$ cat config.mk
export PLATFORM = sky130hd
export DESIGN_NAME = two_stage_prescaler
export DESIGN_NICKNAME = d
export VERILOG_FILES = /design/src/rtl/presc_pkg.sv /design/src/rtl/presc_rst_sync.sv /design/src/rtl/presc_ratio_div.sv /design/src/rtl/presc_pow2_sel.sv /design/src/rtl/two_stage_prescaler.sv
export SDC_FILE = /design/constraint.sdc
export NUM_CORES = 1
export LEC_CHECK = 0
export ABC_AREA = 1
export BUFFER_PORTS_ARGS = -buffer_cell sky130_fd_sc_hd__buf_2
export CAP_MARGIN = 0
export CORE_UTILIZATION = 53
export CTS_CLUSTER_DIAMETER = 200
export DETAILED_ROUTE_END_ITERATION = 8
export PLACE_DENSITY = 0.76
export SLEW_MARGIN = 30
export SYNTH_ARGS = -nofsm -noshare
export SYNTH_HDL_FRONTEND = slang
export SYNTH_HIERARCHICAL = 1
export SYNTH_SLANG_ARGS = --single-unit
$ cat constraint.sdc
create_clock -name clk -period 3.25 [get_ports clk]
set_input_delay 0.1625 -clock clk [delete_from_list [all_inputs] [get_ports clk]]
set_output_delay 0.1625 -clock clk [all_outputs]
set_load 0.05 [all_outputs]
$ cat src/rtl/presc_pkg.sv
package presc_pkg;
  localparam int RATIO_W = 5;
  localparam int POW_W   = 3;
  localparam int SCNT_W  = 5;
  localparam int MAX_POW = 5;

  typedef logic [RATIO_W-1:0] ratio_t;
  typedef logic [POW_W-1:0]   pow_t;
  typedef logic [SCNT_W-1:0]  scnt_t;

  // Limit a power field to the largest supported exponent.
  function automatic pow_t clamp_pow(input pow_t raw);
    clamp_pow = (raw > pow_t'(MAX_POW)) ? pow_t'(MAX_POW) : raw;
  endfunction

  // Mask of the low n bits of the second-stage counter.
  function automatic scnt_t low_mask(input pow_t n);
    scnt_t m;
    m = '0;
    for (int b = 0; b < SCNT_W; b++) begin
      if (b < int'(n)) m[b] = 1'b1;
    end
    low_mask = m;
  endfunction
endpackage

$ cat src/rtl/presc_rst_sync.sv
module presc_rst_sync (
  input  logic clk,
  input  logic rst_n,
  output logic rst_sync_n
);
  logic meta_q;
  logic hold_q;

  always_ff @(posedge clk or negedge rst_n) begin
    if (!rst_n) begin
      meta_q <= 1'b0;
      hold_q <= 1'b0;
    end else begin
      meta_q <= 1'b1;
      hold_q <= meta_q;
    end
  end

  assign rst_sync_n = hold_q;
endmodule

$ cat src/rtl/presc_ratio_div.sv
module presc_ratio_div
  import presc_pkg::*;
(
  input  logic   clk,
  input  logic   rst_n,
  input  ratio_t ratio_i,
  output logic   tick_o
);
  ratio_t cnt_q, cnt_d;
  ratio_t lim_q, lim_d;
  logic   hit;

  assign hit    = (cnt_q == lim_q);
  assign tick_o = rst_n & hit;

  always_comb begin
    cnt_d = cnt_q;
    lim_d = lim_q;
    if (hit) begin
      cnt_d = '0;
      lim_d = ratio_i;
    end else begin
      cnt_d = cnt_q + ratio_t'(1);
    end
  end

  always_ff @(posedge clk or negedge rst_n) begin
    if (!rst_n) begin
      cnt_q <= '0;
      lim_q <= '0;
    end else begin
      cnt_q <= cnt_d;
      lim_q <= lim_d;
    end
  end


  lim_hold_chk: assert property (@(posedge clk) disable iff (!rst_n)
    !tick_o |=> $stable(lim_q));


  cnt_range_chk: assert property (@(posedge clk) disable iff (!rst_n)
    cnt_q <= lim_q);


  restart_chk: assert property (@(posedge clk) disable iff (!rst_n)
    tick_o |=> (cnt_q == '0));
endmodule

$ cat src/rtl/presc_pow2_sel.sv
module presc_pow2_sel
  import presc_pkg::*;
(
  input  logic clk,
  input  logic rst_n,
  input  logic tick_i,
  input  pow_t pow_i,
  output logic tick_o
);
  scnt_t cnt_q, cnt_d;
  pow_t  n_q, n_d;
  scnt_t mask;

  assign mask   = low_mask(n_q);
  assign tick_o = tick_i & ((cnt_q & mask) == mask);

  always_comb begin
    cnt_d = cnt_q;
    n_d   = n_q;
    if (tick_i) begin
      cnt_d = cnt_q + scnt_t'(1);
      n_d   = clamp_pow(pow_i);
    end
  end

  always_ff @(posedge clk or negedge rst_n) begin
    if (!rst_n) begin
      cnt_q <= '0;
      n_q   <= '0;
    end else begin
      cnt_q <= cnt_d;
      n_q   <= n_d;
    end
  end


  needs_base_chk: assert property (@(posedge clk) disable iff (!rst_n)
    tick_o |-> tick_i);


  pow_hold_chk: assert property (@(posedge clk) disable iff (!rst_n)
    !tick_i |=> $stable(n_q));


  pow_range_chk: assert property (@(posedge clk) disable iff (!rst_n)
    n_q <= pow_t'(MAX_POW));


  cnt_idle_chk: assert property (@(posedge clk) disable iff (!rst_n)
    !tick_i |=> $stable(cnt_q));
endmodule

$ cat src/rtl/two_stage_prescaler.sv
module two_stage_prescaler
  import presc_pkg::*;
#(
  parameter int NUM_GRP  = 3,
  parameter int NUM_OWN  = 2,
  parameter int NUM_BASE = 1
) (
  input  logic                        clk,
  input  logic                        rst_n,
  input  logic [RATIO_W-1:0]          grp_ratio_i,
  input  logic [NUM_GRP*POW_W-1:0]    grp_pow_i,
  input  logic [NUM_OWN*RATIO_W-1:0]  own_ratio_i,
  input  logic [NUM_OWN*POW_W-1:0]    own_pow_i,
  input  logic [NUM_BASE*RATIO_W-1:0] base_ratio_i,
  output logic [NUM_GRP-1:0]          grp_tick_o,
  output logic [NUM_OWN-1:0]          own_tick_o,
  output logic [NUM_BASE-1:0]         base_tick_o
);
  logic rst_sync_n;
  logic grp_base_tick;

  presc_rst_sync u_rst_sync (
    .clk        (clk),
    .rst_n      (rst_n),
    .rst_sync_n (rst_sync_n)
  );

  presc_ratio_div u_grp_div (
    .clk     (clk),
    .rst_n   (rst_sync_n),
    .ratio_i (grp_ratio_i),
    .tick_o  (grp_base_tick)
  );

  for (genvar c = 0; c < NUM_GRP; c++) begin : g_grp
    presc_pow2_sel u_sel (
      .clk    (clk),
      .rst_n  (rst_sync_n),
      .tick_i (grp_base_tick),
      .pow_i  (grp_pow_i[c*POW_W +: POW_W]),
      .tick_o (grp_tick_o[c])
    );
  end

  for (genvar j = 0; j < NUM_OWN; j++) begin : g_own
    logic own_base_tick;

    presc_ratio_div u_div (
      .clk     (clk),
      .rst_n   (rst_sync_n),
      .ratio_i (own_ratio_i[j*RATIO_W +: RATIO_W]),
      .tick_o  (own_base_tick)
    );

    presc_pow2_sel u_sel (
      .clk    (clk),
      .rst_n  (rst_sync_n),
      .tick_i (own_base_tick),
      .pow_i  (own_pow_i[j*POW_W +: POW_W]),
      .tick_o (own_tick_o[j])
    );
  end

  for (genvar b = 0; b < NUM_BASE; b++) begin : g_base
    presc_ratio_div u_div (
      .clk     (clk),
      .rst_n   (rst_sync_n),
      .ratio_i (base_ratio_i[b*RATIO_W +: RATIO_W]),
      .tick_o  (base_tick_o[b])
    );
  end


  quiet_in_reset_chk: assert property (@(posedge clk)
    !rst_sync_n |-> (grp_tick_o == '0 && own_tick_o == '0 && base_tick_o == '0));


  grp_shared_chk: assert property (@(posedge clk) disable iff (!rst_sync_n)
    (grp_tick_o != '0) |-> grp_base_tick);
endmodule

==> results_tabular.tex <==
\begin{tabular}{lr}
\hline
Metric & Value \\
\hline
\multicolumn{2}{l}{\textbf{Routing}} \\
WL/cell & 11.1 microns \\
Routed Wire Length & 7530 microns \\
Routed via count & 3262 \\
Number of DRC markers after the initial detailed-route iteration & 128 \\
First-pass detailed-route iteration total & 4 \\
Ratio of routed vias to standard cells & 4.83 \\
Drt drc & 0 \\
Post-route ant nets & 0 \\
\multicolumn{2}{l}{\textbf{Die}} \\
Horizontal die dimension & 91.6 microns \\
Row count & 32 \\
Height of the chip & 91.6 microns \\
Floorplan Core Area & 0.00773 sq mm \\
Full die area & 0.00839 sq mm \\
Number of top-level pins & 43 \\
Initial cell density of the core & 55.1\% \\
\multicolumn{2}{l}{\textbf{Run status}} \\
Status & finished clean \\
\multicolumn{2}{l}{\textbf{Synth}} \\
Library cell with the highest instance count after synthesis & sky130\_fd\_sc\_hd\_\_nand2\_1 \\
Top cell types by occurrence after synthesis & 166 x sky130\_fd\_sc\_hd\_\_nand2\_1, 82 x sky130\_fd\_sc\_hd\_\_dfrtp\_1, 67 x sky130\_fd\_sc\_hd\_\_inv\_1, 52 x sky130\_fd\_sc\_hd\_\_nor2\_1, 23 x sky130\_fd\_sc\_hd\_\_nand3\_1 \\
Count of yosys warnings during synthesis & 6 \\
Synthesized net count & 561 \\
Count of different cell masters after synthesis & 22 \\
Instance count of the mapped netlist & 515 \\
Cell accounting for the most synthesized area & sky130\_fd\_sc\_hd\_\_dfrtp\_1 \\
Flops \& latches, synth & 82 \\
Portion of the post-synthesis area used by sequential elements & 48.2\% \\
Proportion of synthesized flip-flops having asynchronous set or reset & 100\% \\
Cells taking the most area after synthesis & sky130\_fd\_sc\_hd\_\_dfrtp\_1 48\%, sky130\_fd\_sc\_hd\_\_nand2\_1 15\%, sky130\_fd\_sc\_hd\_\_inv\_1 5.9\% \\
Most common flop cell mapped by yosys & sky130\_fd\_sc\_hd\_\_dfrtp\_1 \\
Cell area after technology mapping & 0.00426 sq mm \\
Fraction of synthesized cell area taken by the top area cell type & 48.2\% \\
Number of enable flip-flop cells after synthesis & 0 \\
Average instance area after synthesis & 8.27 sq um \\
\multicolumn{2}{l}{\textbf{GRT}} \\
Global routing usage summed across all routing layers & 20.1\% \\
Pin count of the biggest net entering global routing & 50 \\
Total gr overflow & 0 \\
Global-route wire length before repair & 13600 microns \\
Initial antenna violation count & 0 \\
Vias in the first global route & 3277 \\
\multicolumn{2}{l}{\textbf{Clock network}} \\
H-tree depth & 3 \\
Worst-case clock buffer depth & 2 \\
Count of cells resized by post-cts repair & 0 \\
CTS sink cnt & 82 \\
Cell at the root of the clock tree & sky130\_fd\_sc\_hd\_\_clkbuf\_8 \\
Inserted Clock Buffers & 9 \\
Clock tree from TritonCTS & yes \\
Clock insertion delay at the later pin of the skew report & 0.34 ns \\
Register clock-pin slew on the reported worst setup and hold paths & 0.08 ns \\
\multicolumn{2}{l}{\textbf{Timing}} \\
Aggregate negative setup slack & 0 ns \\
Layout Skew & 0.0121 ns \\
Number of slew-limit violations in the final report & 0 \\
Smallest hold slack & 0.0222 ns \\
Final period util & 81.9\% \\
Unrepaired setup endpoints after global routing & no \\
Headroom to the max-slew limit & 54.4\% \\
Transition time at the pin with the least slew margin & 0.681 ns \\
Min Tclk post-route & 2.66 ns \\
Final Hold Violating Endpoints & 0 \\
Fmax & 376 MHz \\
Setup violations, final & 0 \\
Post-route worst setup slack & 0.587 ns \\
\multicolumn{2}{l}{\textbf{Critical path}} \\
Worst Setup Path Type & reg2out \\
Worst Path Arrival & 2.50 ns \\
CP Launch Type & register \\
Critical-path maximum fanout & 9 \\
Kind of end point of the critical path & primary output \\
Required time worst endpoint & 3.09 ns \\
\multicolumn{2}{l}{\textbf{Layout}} \\
Fillers & 681 \\
Share of layout cells above drive strength 1 & 19.2\% \\
Sequential Area & 0.00206 sq mm \\
Area growth, synth to finish & 12.3\% \\
Nets & 615 \\
Multi-input gate area & 0.00185 sq mm \\
Antenna diodes & 0 \\
Final design utilization & 61.9\% \\
\multicolumn{2}{l}{\textbf{Power}} \\
Power per cell area & 910 mW/mm\^{}2 \\
Maximum resistive drop on vdd & 442 uV \\
Switch share & 42.1\% \\
Share of power burned in combinational logic & 40.4\% \\
Leakage component of the power & 2.59 nW \\
Portion of total power attributed to the clock network & 16.4\% \\
Internal power of the cells & 0.00252 W \\
Sequential group share of total power & 43.2\% \\
Sw power & 0.00183 W \\
\multicolumn{2}{l}{\textbf{Place}} \\
Pre-CTS setup slack & 0.943 ns \\
Post-DP HPWL & 5630 microns \\
Buffers on Ports & 42 \\
Placer congestion estimate & 0.870 \\
\multicolumn{2}{l}{\textbf{Worst hold path}} \\
Hold/Removal Path Class & in2reg \\
\multicolumn{2}{l}{\textbf{Flow run}} \\
Maxcap violations & 0 \\
\hline
\end{tabular}
==> per-stage QoR <==
step	power [W]	area, sq um	cells
after floorplan	0.00329	4260	515
after global placement	0.00354	4580	659
after detailed placement	0.00366	4580	659
after CTS	0.00439	4780	676
after global routing	0.00475	4780	676
final	0.00435	4780	676
==> critical path, cell delays in order (launching register included) <==
cell and delay (ns):
sky130_fd_sc_hd__dfrtp_1 0.44, sky130_fd_sc_hd__nand2_1 0.11, sky130_fd_sc_hd__nand2_2 0.06, sky130_fd_sc_hd__nor2_4 0.20
sky130_fd_sc_hd__nand3_4 0.15, sky130_fd_sc_hd__nor2_1 0.56, sky130_fd_sc_hd__nand2_4 0.10, sky130_fd_sc_hd__inv_2 0.07
sky130_fd_sc_hd__nand2_1 0.04, sky130_fd_sc_hd__nand2_1 0.05, sky130_fd_sc_hd__inv_1 0.04, sky130_fd_sc_hd__nor2_1 0.08
sky130_fd_sc_hd__buf_2 0.26
==> worst paths after layout <==
check                           slack [ns]                              start                                   to  cells after the start
min in group asynchronous             0.12                              rst_n      u_rst_sync/rst_sync_n$_DFF_PN0_                      2
worst max register to register        1.18  g_own[0].u_div/cnt_q[2]$_DFF_PN0_  g_own[0].u_sel/cnt_q[4]$_DFFE_PN0P_                     10
worst max-delay path                  0.59  g_own[0].u_div/cnt_q[2]$_DFF_PN0_                        own_tick_o[0]                     12
max in group asynchronous             1.81    u_rst_sync/rst_sync_n$_DFF_PN0_  g_own[1].u_div/lim_q[4]$_DFFE_PN0N_                      2
worst min-delay path                  0.02                       own_pow_i[5]    g_own[1].u_sel/n_q[1]$_DFFE_PN0P_                      2
worst min register to register        0.18    u_rst_sync/rst_sync_n$_DFF_PN0_  g_own[0].u_sel/cnt_q[0]$_DFFE_PN0P_                      0
==> final cells by class <==
| class | count | share of cell area, % |
|---|---|---|
| well taps | 102 | 2.67 |
| flip-flops and latches | 82 | 43.0 |
| repair buffers | 48 | 5.39 |
| clock inverters | 3 | 0.837 |
| clock buffers | 13 | 3.11 |
| inverters | 80 | 6.39 |
| multi-input cells | 348 | 38.6 |
==> cells in the final DEF, fill, tap and decap left out, drive strengths merged <==
cell,instances
nand3,27
buf,47
o22ai,5
xnor2,8
xor2,18
clkinv,6
o21ai,10
ha,9
clkbuf,13
dlygate4sd3,1
bufinv,1
inv,76
nand2,180
dfrtp,82
a21oi,5
nand4,20
conb,1
nor2,65
==> per-layer routing <==
metal,routed length (microns),GRT usage [%]
met5,0,0
met4,135,7.14
met3,241,5.31
met2,3620,35.0
met1,3530,24.1
==> sequential cells by signal, indices dropped and copies added, names as in the netlist <==
register / flops
g_own.u_sel/n_q: 6
g_grp.u_sel/n_q: 9
g_own.u_sel/cnt_q: 10
g_own.u_div/lim_q: 10
g_grp.u_sel/cnt_q: 15
g_base.u_div/cnt_q: 5
u_grp_div/cnt_q: 5
u_grp_div/lim_q: 5
g_base.u_div/lim_q: 5
u_rst_sync/rst_sync_n: 1
g_own.u_div/cnt_q: 10
u_rst_sync/meta_q: 1
==> timing repair <==
action	4_1_cts	5_1_grt
buffers inserted	0	0
hold buffers	1	0
hold endpoints to repair	2	0
==> cells by family (layout without fill, tap and decap cells) <==
kind of cell | after synthesis | count (layout) | synth area share (%)
simple gates | 292 | 292 | 32.0
other cells | 1 | 1 | 0.0881
fa+ha+maj | 9 | 9 | 2.65
buf+inv | 85 | 144 | 8.49
flops | 82 | 82 | 48.2
xor+xnor | 26 | 26 | 6.06
compound gates | 20 | 20 | 2.50
==> power by group through the flow <==
stage / sequential (W) / clock [W] / combinational [W]
3_3_place_gp: 0.00187 / 0 / 0.00167
2_1_floorplan: 0.00181 / 0 / 0.00148
6_report: 0.00188 / 0.000714 / 0.00176
3_5_place_dp: 0.00189 / 0 / 0.00176
4_1_cts: 0.00188 / 0.000743 / 0.00177
5_1_grt: 0.00195 / 0.000790 / 0.00202
Note: power is estimated with default switching activity, not from simulation.
